<file path="src/rtl/conv_pkg.sv">
package conv_pkg;

    typedef enum logic [1:0] {
        ST_IDLE  = 2'd0,
        ST_RUN   = 2'd1,
        ST_FLUSH = 2'd2
    } eng_state_e;

    // Loop levels, innermost first
    localparam int unsigned NUM_LOOPS = 6;
    localparam int unsigned LP_KX = 0;
    localparam int unsigned LP_KY = 1;
    localparam int unsigned LP_IC = 2;
    localparam int unsigned LP_OX = 3;
    localparam int unsigned LP_OY = 4;
    localparam int unsigned LP_OC = 5;

endpackage

</file>
<file path="src/rtl/conv_loop_nest.sv">
module conv_loop_nest #(
    parameter int unsigned IDX_W  = 8,
    parameter int unsigned LEVELS = 6
) (
    input  logic                             clk,
    input  logic                             rst_n,
    input  logic                             clear,
    input  logic                             advance,
    input  logic [LEVELS-1:0][IDX_W-1:0]     limit,
    output logic [LEVELS-1:0][IDX_W-1:0]     count,
    output logic [LEVELS-1:0]                at_end
);

    typedef struct packed {
        logic [LEVELS-1:0][IDX_W-1:0] cnt;
    } nest_t;

    nest_t nest_q, nest_d;

    // Each level flags its last value
    for (genvar g = 0; g < LEVELS; g++) begin : g_end
        assign at_end[g] = (nest_q.cnt[g] == limit[g] - 1'b1);
    end

    // Ripple the carry outward from the innermost level
    always_comb begin
        logic carry;
        nest_d = nest_q;
        carry  = advance;
        for (int i = 0; i < LEVELS; i++) begin
            if (clear) begin
                nest_d.cnt[i] = '0;
            end else if (carry) begin
                if (at_end[i]) begin
                    nest_d.cnt[i] = '0;
                end else begin
                    nest_d.cnt[i] = nest_q.cnt[i] + 1'b1;
                    carry         = 1'b0;
                end
            end
        end
    end

    always_ff @(posedge clk or negedge rst_n) begin
        if (!rst_n) begin
            nest_q <= '0;
        end else begin
            nest_q <= nest_d;
        end
    end

    assign count = nest_q.cnt;

endmodule

</file>
<file path="src/rtl/conv_addr_gen.sv">
module conv_addr_gen #(
    parameter int unsigned IDX_W   = 8,
    parameter int unsigned FMAP_AW = 24,
    parameter int unsigned WGT_AW  = 32
) (
    input  logic [IDX_W-1:0]   oc,
    input  logic [IDX_W-1:0]   oy,
    input  logic [IDX_W-1:0]   ox,
    input  logic [IDX_W-1:0]   ic,
    input  logic [IDX_W-1:0]   ky,
    input  logic [IDX_W-1:0]   kx,
    input  logic [IDX_W-1:0]   in_ch,
    input  logic [IDX_W-1:0]   isize,
    input  logic [IDX_W-1:0]   ksz,
    input  logic [IDX_W-1:0]   stride,
    input  logic [IDX_W-1:0]   pad,
    output logic               tap_ok,
    output logic [FMAP_AW-1:0] fmap_addr,
    output logic [WGT_AW-1:0]  wgt_addr
);

    // Signed coordinates with headroom for stride scaling and negative padded positions
    localparam int unsigned CW = IDX_W + 3;
    localparam int unsigned PW = 2 * IDX_W;

    logic [PW-1:0]        oy_scaled, ox_scaled;
    logic signed [CW-1:0] row_s, col_s, size_s;
    logic                 row_ok, col_ok;

    always_comb begin
        oy_scaled = PW'(oy) * PW'(stride);
        ox_scaled = PW'(ox) * PW'(stride);
        size_s    = signed'(CW'(isize));
        row_s     = signed'(CW'(oy_scaled)) + signed'(CW'(ky)) - signed'(CW'(pad));
        col_s     = signed'(CW'(ox_scaled)) + signed'(CW'(kx)) - signed'(CW'(pad));
        row_ok    = (row_s >= 0) && (row_s < size_s);
        col_ok    = (col_s >= 0) && (col_s < size_s);
        tap_ok    = row_ok && col_ok;

        if (tap_ok) begin
            fmap_addr = (FMAP_AW'(ic) * FMAP_AW'(isize) + FMAP_AW'(row_s[IDX_W-1:0]))
                        * FMAP_AW'(isize) + FMAP_AW'(col_s[IDX_W-1:0]);
        end else begin
            fmap_addr = '0;
        end

        wgt_addr = ((WGT_AW'(oc) * WGT_AW'(in_ch) + WGT_AW'(ic)) * WGT_AW'(ksz)
                    + WGT_AW'(ky)) * WGT_AW'(ksz) + WGT_AW'(kx);
    end

endmodule

</file>
<file path="src/rtl/conv_mac.sv">
module conv_mac #(
    parameter int unsigned DATA_W = 16,
    parameter int unsigned ACC_W  = 48,
    parameter int unsigned OUT_W  = 32
) (
    input  logic                     clk,
    input  logic                     rst_n,
    input  logic                     step,
    input  logic                     first,
    input  logic                     use_tap,
    input  logic signed [DATA_W-1:0] a_in,
    input  logic signed [DATA_W-1:0] b_in,
    output logic [OUT_W-1:0]         sat_out
);

    localparam int unsigned PW = 2 * DATA_W;
    localparam logic signed [ACC_W-1:0] SAT_HI = {{(ACC_W-OUT_W+1){1'b0}}, {(OUT_W-1){1'b1}}};
    localparam logic signed [ACC_W-1:0] SAT_LO = {{(ACC_W-OUT_W+1){1'b1}}, {(OUT_W-1){1'b0}}};

    logic signed [ACC_W-1:0] acc_q, acc_d;
    logic signed [PW-1:0]    prod;
    logic signed [ACC_W-1:0] prod_ext, base, sum;

    always_comb begin
        prod     = a_in * b_in;
        prod_ext = {{(ACC_W-PW){prod[PW-1]}}, prod};
        base     = first ? '0 : acc_q;
        sum      = base + (use_tap ? prod_ext : '0);
        acc_d    = step ? sum : acc_q;

        if (sum > SAT_HI) begin
            sat_out = SAT_HI[OUT_W-1:0];
        end else if (sum < SAT_LO) begin
            sat_out = SAT_LO[OUT_W-1:0];
        end else begin
            sat_out = sum[OUT_W-1:0];
        end
    end

    always_ff @(posedge clk or negedge rst_n) begin
        if (!rst_n) begin
            acc_q <= '0;
        end else begin
            acc_q <= acc_d;
        end
    end

endmodule

</file>
<file path="src/rtl/conv_engine.sv">
module conv_engine
    import conv_pkg::*;
#(
    parameter int unsigned DATA_W = 16,
    parameter int unsigned IDX_W  = 8,
    parameter int unsigned ACC_W  = 48
) (
    input  logic                 clk,
    input  logic                 rst_n,
    input  logic                 start,
    input  logic [IDX_W-1:0]     cfg_in_ch,
    input  logic [IDX_W-1:0]     cfg_out_ch,
    input  logic [IDX_W-1:0]     cfg_in_size,
    input  logic [IDX_W-1:0]     cfg_kernel,
    input  logic [IDX_W-1:0]     cfg_stride,
    input  logic [IDX_W-1:0]     cfg_pad,
    output logic                 busy,
    output logic                 done,
    output logic [3*IDX_W-1:0]   fmap_addr,
    input  logic [DATA_W-1:0]    fmap_rdata,
    output logic [4*IDX_W-1:0]   wgt_addr,
    input  logic [DATA_W-1:0]    wgt_rdata,
    output logic                 out_we,
    output logic [3*IDX_W-1:0]   out_addr,
    output logic [2*DATA_W-1:0]  out_data
);

    localparam int unsigned OUT_W   = 2 * DATA_W;
    localparam int unsigned FMAP_AW = 3 * IDX_W;
    localparam int unsigned WGT_AW  = 4 * IDX_W;
    localparam int unsigned OUT_AW  = 3 * IDX_W;
    localparam int unsigned SPAN_W  = IDX_W + 2;

    typedef struct packed {
        eng_state_e        st;
        logic [IDX_W-1:0]  in_ch;
        logic [IDX_W-1:0]  out_ch;
        logic [IDX_W-1:0]  isize;
        logic [IDX_W-1:0]  ksz;
        logic [IDX_W-1:0]  stride;
        logic [IDX_W-1:0]  pad;
        logic [IDX_W-1:0]  osize;
        logic [OUT_AW-1:0] pix_idx;
        logic              we;
        logic [OUT_AW-1:0] waddr;
        logic [OUT_W-1:0]  wdata;
        logic              done;
    } eng_t;

    eng_t q, d;

    logic                             accept, running;
    logic [NUM_LOOPS-1:0][IDX_W-1:0]  limits, cnt;
    logic [NUM_LOOPS-1:0]             ends;
    logic                             first_tap, pix_last, run_last, tap_ok;
    logic [OUT_W-1:0]                 sat_word;
    logic [SPAN_W-1:0]                span, divisor;
    logic [IDX_W-1:0]                 osize_calc;

    assign accept  = start && (q.st == ST_IDLE);
    assign running = (q.st == ST_RUN);

    // Output side length from the live configuration inputs
    always_comb begin
        span       = SPAN_W'(cfg_in_size) + (SPAN_W'(cfg_pad) << 1) - SPAN_W'(cfg_kernel);
        divisor    = (cfg_stride == '0) ? SPAN_W'(1) : SPAN_W'(cfg_stride);
        osize_calc = IDX_W'(span / divisor) + 1'b1;
    end

    assign limits = {q.out_ch, q.osize, q.osize, q.in_ch, q.ksz, q.ksz};

    conv_loop_nest #(
        .IDX_W  (IDX_W),
        .LEVELS (NUM_LOOPS)
    ) nest_i (
        .clk     (clk),
        .rst_n   (rst_n),
        .clear   (accept),
        .advance (running),
        .limit   (limits),
        .count   (cnt),
        .at_end  (ends)
    );

    conv_addr_gen #(
        .IDX_W   (IDX_W),
        .FMAP_AW (FMAP_AW),
        .WGT_AW  (WGT_AW)
    ) agen_i (
        .oc        (cnt[LP_OC]),
        .oy        (cnt[LP_OY]),
        .ox        (cnt[LP_OX]),
        .ic        (cnt[LP_IC]),
        .ky        (cnt[LP_KY]),
        .kx        (cnt[LP_KX]),
        .in_ch     (q.in_ch),
        .isize     (q.isize),
        .ksz       (q.ksz),
        .stride    (q.stride),
        .pad       (q.pad),
        .tap_ok    (tap_ok),
        .fmap_addr (fmap_addr),
        .wgt_addr  (wgt_addr)
    );

    assign first_tap = (cnt[LP_IC] == '0) && (cnt[LP_KY] == '0) && (cnt[LP_KX] == '0);
    assign pix_last  = ends[LP_IC] && ends[LP_KY] && ends[LP_KX];
    assign run_last  = &ends;

    conv_mac #(
        .DATA_W (DATA_W),
        .ACC_W  (ACC_W),
        .OUT_W  (OUT_W)
    ) mac_i (
        .clk     (clk),
        .rst_n   (rst_n),
        .step    (running),
        .first   (first_tap),
        .use_tap (tap_ok),
        .a_in    (signed'(fmap_rdata)),
        .b_in    (signed'(wgt_rdata)),
        .sat_out (sat_word)
    );

    always_comb begin
        d      = q;
        d.we   = 1'b0;
        d.done = 1'b0;
        unique case (q.st)
            ST_IDLE: begin
                if (start) begin
                    d.st      = ST_RUN;
                    d.in_ch   = cfg_in_ch;
                    d.out_ch  = cfg_out_ch;
                    d.isize   = cfg_in_size;
                    d.ksz     = cfg_kernel;
                    d.stride  = cfg_stride;
                    d.pad     = cfg_pad;
                    d.osize   = osize_calc;
                    d.pix_idx = '0;
                end
            end
            ST_RUN: begin
                if (pix_last) begin
                    d.we      = 1'b1;
                    d.waddr   = q.pix_idx;
                    d.wdata   = sat_word;
                    d.pix_idx = q.pix_idx + 1'b1;
                    if (run_last) begin
                        d.st = ST_FLUSH;
                    end
                end
            end
            ST_FLUSH: begin
                d.st   = ST_IDLE;
                d.done = 1'b1;
            end
            default: d.st = ST_IDLE;
        endcase
    end

    always_ff @(posedge clk or negedge rst_n) begin
        if (!rst_n) begin
            q <= '0;
        end else begin
            q <= d;
        end
    end

    assign busy     = (q.st != ST_IDLE);
    assign done     = q.done;
    assign out_we   = q.we;
    assign out_addr = q.waddr;
    assign out_data = q.wdata;

endmodule

</file>
<file path="config.mk">
export PLATFORM = sky130hd
export DESIGN_NAME = conv_engine
export DESIGN_NICKNAME = d
export VERILOG_FILES = /design/src/rtl/conv_pkg.sv /design/src/rtl/conv_loop_nest.sv /design/src/rtl/conv_addr_gen.sv /design/src/rtl/conv_mac.sv /design/src/rtl/conv_engine.sv
export SDC_FILE = /design/constraint.sdc
export NUM_CORES = 2
export LEC_CHECK = 0
export CAP_MARGIN = 20
export CORE_ASPECT_RATIO = 1.5
export CORE_MARGIN = 4
export CORE_UTILIZATION = 40
export CTS_CLUSTER_DIAMETER = 200
export DETAILED_ROUTE_END_ITERATION = 8
export PLACE_DENSITY_LB_ADDON = 0.3
export SLEW_MARGIN = 20
export SYNTH_ARGS = -nofsm -noshare
export SYNTH_HDL_FRONTEND = slang
export SYNTH_SLANG_ARGS = --single-unit
</file>
<file path="constraint.sdc">
create_clock -name clk -period 16.4 [get_ports clk]
set_input_delay 4.1 -clock clk [delete_from_list [all_inputs] [get_ports clk]]
set_output_delay 4.1 -clock clk [all_outputs]
set_load 0.005 [all_outputs]
</file>
* Word-level counts from Yosys, hierarchy flattened
Cells that the tools add are included.
** Cells by class
- Magnitude comparators :: 6
- Add/sub/neg operators :: 24
- Multiply operators :: 8
- Reductions and logical operators :: 26
- Equality and inequality tests :: 11
- Muxes and demuxes :: 47
- Divide/modulo/power cells :: 1
** Operator list (number)
- 8-bit two-way mux :: 19
- 48-bit two-way mux :: 2
- 82-bit two-way mux :: 1
- 81-bit two-way mux :: 1
- 32-bit by 8-bit adder with 32-bit output :: 2
- 32-bit by 8-bit multiplier with 32-bit output :: 2
- 32-bit two-way mux :: 2
- 57-bit two-way mux :: 1
- 8-bit by 1-bit adder with 8-bit output, second input constant :: 7
- 48-bit adder :: 1
- 8-bit == test :: 6
- 48-bit by 32-bit greater-than comparator with 1-bit output, second input constant :: 1
- 48-bit by 32-bit < comparator with 1-bit output, second input constant :: 1
- 24-bit case mux with 2 select lines :: 1
- 16-bit by 8-bit adder with 17-bit output :: 2
- 8-bit zero test :: 4
- 16-bit by 16-bit multiplier with 32-bit output :: 1
- 8-bit by 8-bit multiplier with 16-bit output :: 2
- 8-bit by 1-bit subtractor with 8-bit output, second input constant :: 4
- 24-bit by 1-bit adder with 24-bit output, second input constant :: 1
- 24-bit by 8-bit adder with 24-bit output :: 1
- 24-bit by 8-bit multiplier with 24-bit output :: 1
- 24-bit two-way mux :: 1
- 11-bit by 9-bit adder with 11-bit output :: 2
- 19 further kinds :: 57
** Word-level totals
- Output and inout bits :: 115
- Register bits after elaboration :: 236
- Logic and storage cells :: 143
- Input port bits :: 83

* Depth between registers and ports, before layout
- Depth after elaboration :: 15
- Mapped depth :: 103
- Gate-level depth less buffers :: 100

* Hierarchy
A second synthesis with hierarchy kept.
** Second synthesis, totals
- Cell total of the unflattened synthesis :: 6277
- Area total of the unflattened synthesis :: 53990.5 um^2
** By module, submodules not included
- conv_addr_gen :: seq. area each 0.0 um^2, area an instance 24728.7 um^2, cells each 2866, times used 1
- conv_mac :: seq. area each 1201.2 um^2, area an instance 16086.7 um^2, cells each 1845, times used 1
- conv_engine :: seq. area each 3503.4 um^2, area an instance 9031.2 um^2, cells each 1076, times used 1
- conv_loop_nest :: seq. area each 1201.2 um^2, area an instance 4144.0 um^2, cells each 490, times used 1

* Worst setup path after synthesis
Ideal clock, no wire load.
- Kind :: input -> register
- Start :: input cfg_kernel[1]
- End :: register q (netlist bit limits[30])
- Data arrival time :: 22.226 ns
- Stages on the path :: 97
- Required time :: 16.264 ns
- Setup slack :: -5.962 ns
- Path buffers :: 4
- Library setup time :: 0.136 ns
- Path through :: inv_1 > fa_1 > ha_1 > fa_1 > a21o_1 > a21oi_1 > o21bai_1 > a21oi_1 > o21bai_1 > a21oi_1 > xnor2_1 > ha_1 > a21oi_1 > a21oi_1 > ha_1 > o21ai_0 > nand2b_1 > nand2_1 > [61 not listed] > a21oi_1 > nand2_1 > mux2i_1 > ha_1 > a21o_1 > a21o_1 > a21o_1 > a21o_1 > a21o_1 > a21o_1 > a21oi_1 > nand3_1 > o21a_1 > ha_1 > nand4_1 > nor3_1 > xnor2_1 > o21ai_0
** On the way
- Longest elaborated chain between the ends :: 3
** Ends and longest elaborated chain
- from (decl) :: line conv_engine.sv:14 : input logic [IDX_W-1:0] cfg_kernel,
- 10-bit by 8-bit subtractor with 10-bit output :: line conv_engine.sv:65 : span = SPAN_W'(cfg_in_size) + (SPAN_W'(cfg_pad) << 1) - SPAN_W'(cfg_kernel);
- 10-bit by 10-bit divider with 10-bit output :: line conv_engine.sv:67 : osize_calc = IDX_W'(span / divisor) + 1'b1;
- 8-bit by 1-bit adder with 8-bit output :: line conv_engine.sv:67
- to (signal assigned) :: line conv_engine.sv:164 : q <= '0;
- to (signal assigned) :: line conv_engine.sv:166 : q <= d;
- to (decl) :: line conv_engine.sv:50 : eng_t q, d;
No other way between the ends.
A chain may end at the register's enable or synchronous reset.

* Final worst setup path
- Start :: input cfg_in_size[1]
- End :: register q (netlist bit limits[30])
** On the way
- Longest elaborated chain between the ends :: 4
** Ends and longest elaborated chain
- from (decl) :: line conv_engine.sv:13 : input logic [IDX_W-1:0] cfg_in_size,
- 8-bit by 9-bit adder with 10-bit output :: line conv_engine.sv:65
- 10-bit by 8-bit subtractor with 10-bit output :: line conv_engine.sv:65
- 10-bit by 10-bit divider with 10-bit output :: line conv_engine.sv:67
- 8-bit by 1-bit adder with 8-bit output :: line conv_engine.sv:67
No other way between the ends.

==> impl_metrics.yaml <==
floorplanning:
  die_h_um: 447
  design.core.area_um2: 127000
  rows: 160
  dieArea_um2: 134000
  start_util: 0.404
  die_w_um: 301
  ios: 198
critical_path:
  crit_type: "in -> reg"
  rr_endpoint: "out_data[30]"
  cp_max_fo: 6
  reg2reg_depth: 39
  critPathMostFrequentCell: "buf_4"
  slowest_stage: "fa_1"
  worstPathArrival_ns: 20.96
  cp-start-kind: "input port"
  ff2ff_setup_slack_ns: 5.78
  crit_end: "limits[30]"
  crit_path_end_kind: "flip-flop"
  cpPeakStageDelay_ns: 0.52
  required_ns: 16.84
  crit_start: "cfg_in_size[1]"
  timing.rr.start: "q[100]"
hold_path:
  hold_path_depth: 2
  hold_path_class: "reg -> reg"
detailed_routing:
  drtAntennaViolNets: 0
  drt-initial-drc-count: 1916
  dr.pass1.iters: 5
  drc: 0
  vias: 43108
  wl_per_cell_um: 17.1
  vias_per_cell: 5.10
  wl_um: 144000
yosys:
  synth_top_area_frac: 0.309
  yosysTopAreaCell: "fa_1"
  synthXorXnorAreaFrac: 0.0516
  synthCells: 6040
  synth_seq_area_share: 0.115
  muxShareOfSynthArea: 0.00646
  synth_compound_area_frac: 0.0967
  synth_top_flop_cell: "dfrtp_1"
  synth_top_family_by_area: "adder cells"
  synthSimpleGateAreaFrac: 0.191
  synth_fa_ha_area_frac: 0.439
  ys_types: 95
  synth.net_count: 7451
  synth_area_um2: 51300
  synth_edf_count: 0
  synth_area_per_cell_um2: 8.50
  ys_ff_latch: 236
  ys_warn_count: 0
  yosys-top-cells-area: "fa_1, ha_1, dfrtp_1, inv_1, nand2_1"
  async_flop_share: 1.00
timing:
  finClkSkew_ns: 0.0590
  worstMarginPinSlew_ns: 0.940
  holdWs_ns: 0.464
  finalWorstSetupSlack_ns: -4.12
  hold_viol: 0
  min_period_ns: 20.52
  slew_viol_final: 0
  period_share: 1.25
  grt_setup_unrepaired: "true"
  relSlewSlack: 0.373
  setup-violations-final: 14
  tns_ns: -33.47
  max_freq_ghz: 0.0487
pwr:
  seq_power_share: 0.092
  p_int_mw: 3.33
  power_density_nw_per_um2: 101
  vdd_ir_drop_max_mv: 0.269
  p_sw_frac: 0.474
  p_leak_nw: 31.3
  p_comb_frac: 0.803
  total_power_mw: 6.34
  p_clk_frac: 0.106
  p_sw_mw: 3.01
clock_network:
  path_clk_slew_ns: 0.07
  cts_root_buf: "clkbuf_16"
  tritoncts: "done"
  clockBufferDepth: 3
  numCtsBuffers: 26
  cts_hold_buf: 0
  numClockSinks: 236
  htreeDepth: 1
  clk_latency_ns: 0.63
global_route:
  grt-ovfl-total: 0
  grt_pass1_wl_um: 235000
  grt_usage: 0.214
  grt_max_degree: 129
  antenna_found_initial: 2
  grt_pass1_vias: 46185
cells_and_area:
  stdcell_count: 8445
  drive_above_1_share: 0.184
  syn2layout_area_growth_pct: 22.5
  nets: 8134
  fill_cells: 11986
run_status:
  violations: "negative setup slack"
  status: "finished, violations left"
placement:
  dp_hpwl_um: 115000
  pre_cts_ws_ns: -4.79
  portBuffers: 197
  post-place-cells: 8196
  place.gp.congestion: 0.899
flow_run:
  max_cap_viol_count: 0
## Yosys cell counts, types with 8 or more instances
| cell type | count |
|---|---|
| o21a_1 | 66 |
| nand4_1 | 35 |
| a211oi_1 | 16 |
| o21ai_1 | 8 |
| a21o_1 | 58 |
| dfrtp_1 | 236 |
| mux2i_1 | 14 |
| nand2b_1 | 43 |
| buf_2 | 9 |
| o21bai_1 | 36 |
| a21boi_0 | 8 |
| o21ai_0 | 260 |
| buf_4 | 56 |
| mux2_2 | 17 |
| nor3_1 | 83 |
| o31ai_1 | 27 |
| or2_2 | 11 |
| clkbuf_1 | 198 |
| xor2_1 | 82 |
| and3_1 | 41 |
| nor2b_1 | 78 |
| nand2_1 | 946 |
| nand3_1 | 79 |
| xnor2_1 | 217 |
| nor4_1 | 20 |
| and2_1 | 413 |
| or3_1 | 18 |
| a21oi_1 | 175 |
| inv_1 | 1025 |
| o22ai_1 | 8 |
| nor2_1 | 243 |
| buf_1 | 10 |
| a31oi_1 | 17 |
| o211ai_1 | 31 |
| ha_1 | 536 |
| fa_1 | 792 |
## state kept, by name, summed over array words and instances (netlist names)
name	count
nest_i.count	48
q	50
limits	32
mac_i.acc_q	48
out_addr	24
out_data	32
out_we	1
done	1
## repair_timing
action                                  4_1_cts  5_1_grt
endpoints found under the setup margin       37       36
setup buffers                               147       60
pin swaps                                   178      209
gates resized for setup                     317      249
cloned                                        0        0
## worst max-delay path: cells and delay by family
kind	cells	cell delay, ns
mux	2	0.53
fa+ha+maj	10	2.95
compound gates	36	5.61
buf+inv	52	6.56
xor+xnor	2	0.30
simple gates	9	0.89
## power groups by stage
stage          registers, mW  clock network (mW)  logic [mW]
3_5_place_dp           0.593                   0        4.58
3_3_place_gp           0.593                   0        4.52
5_1_grt                0.581               0.708        5.65
2_1_floorplan          0.593                   0        3.36
4_1_cts                0.582               0.688        4.96
6_report               0.582               0.671        5.09
## how the worst min path moves through the flow
stage	startpoint	to
CTS	mac_i.acc_q[33]	mac_i.acc_q[33]
finish	mac_i.acc_q[33]	mac_i.acc_q[33]
global placement	mac_i.acc_q[0]	mac_i.acc_q[0]
floorplan	mac_i.acc_q[0]	mac_i.acc_q[0]
detailed placement	mac_i.acc_q[26]	mac_i.acc_q[26]
global route	out_addr[8]	out_addr[8]
## routing by layer
metal / track usage / vias up / wire, um
met5: 0 / - / 0
met4: 0.0646 / 0 / 4970
met3: 0.0193 / 293 / 5690
met2: 0.405 / 925 / 76000
met1: 0.256 / 21611 / 57500
li1: - / 20279 / -
## cell families after synthesis
| kind of cell | count (synthesis) |
|---|---|
| and+or+nand+nor | 2053 |
| muxes | 31 |
| AOI/OAI and AO/OA | 786 |
| DFF | 236 |
| xor gates and xnor gates | 301 |
| buffers and inverters | 1305 |
| adders and majority gates | 1328 |
## cells in the final DEF (no fill, tap or decap), types with 66 or more instances in the layout
cell | netlist | final
a21oi_1 | 175 | 133
and2_1 | 413 | 399
buf_4 | 56 | 690
clkdlybuf4s50_1 | 0 | 159
dfrtp_1 | 236 | 223
fa_1 | 792 | 774
ha_1 | 536 | 470
inv_1 | 1025 | 977
nand2_1 | 946 | 913
nand3_1 | 79 | 69
nor2_1 | 243 | 227
nor2b_1 | 78 | 72
nor3_1 | 83 | 82
o21a_1 | 66 | 66
o21ai_0 | 260 | 216
xnor2_1 | 217 | 192
xor2_1 | 82 | 79
## cell type report
type                       instances  area, um^2  share of cell area
multi-input combinational       4499       42500               0.675
clock buffer                      33         707              0.0112
sequential                       236        5920              0.0941
antenna                            1        2.50           0.0000398
inverter                        1030        3870              0.0615
timing repair buffer             930        7580               0.120
tap                             1701        2130              0.0338
clock inverter                    15         249             0.00396
## stage by stage
stage	util	area [um^2]
global placement	0.460	58400
finish	0.495	62900
floorplan	-	51600
detailed placement	0.460	58500
CTS	0.483	61400
global route	0.495	62900
No activity file was read; power rests on OpenSTA's default activity.
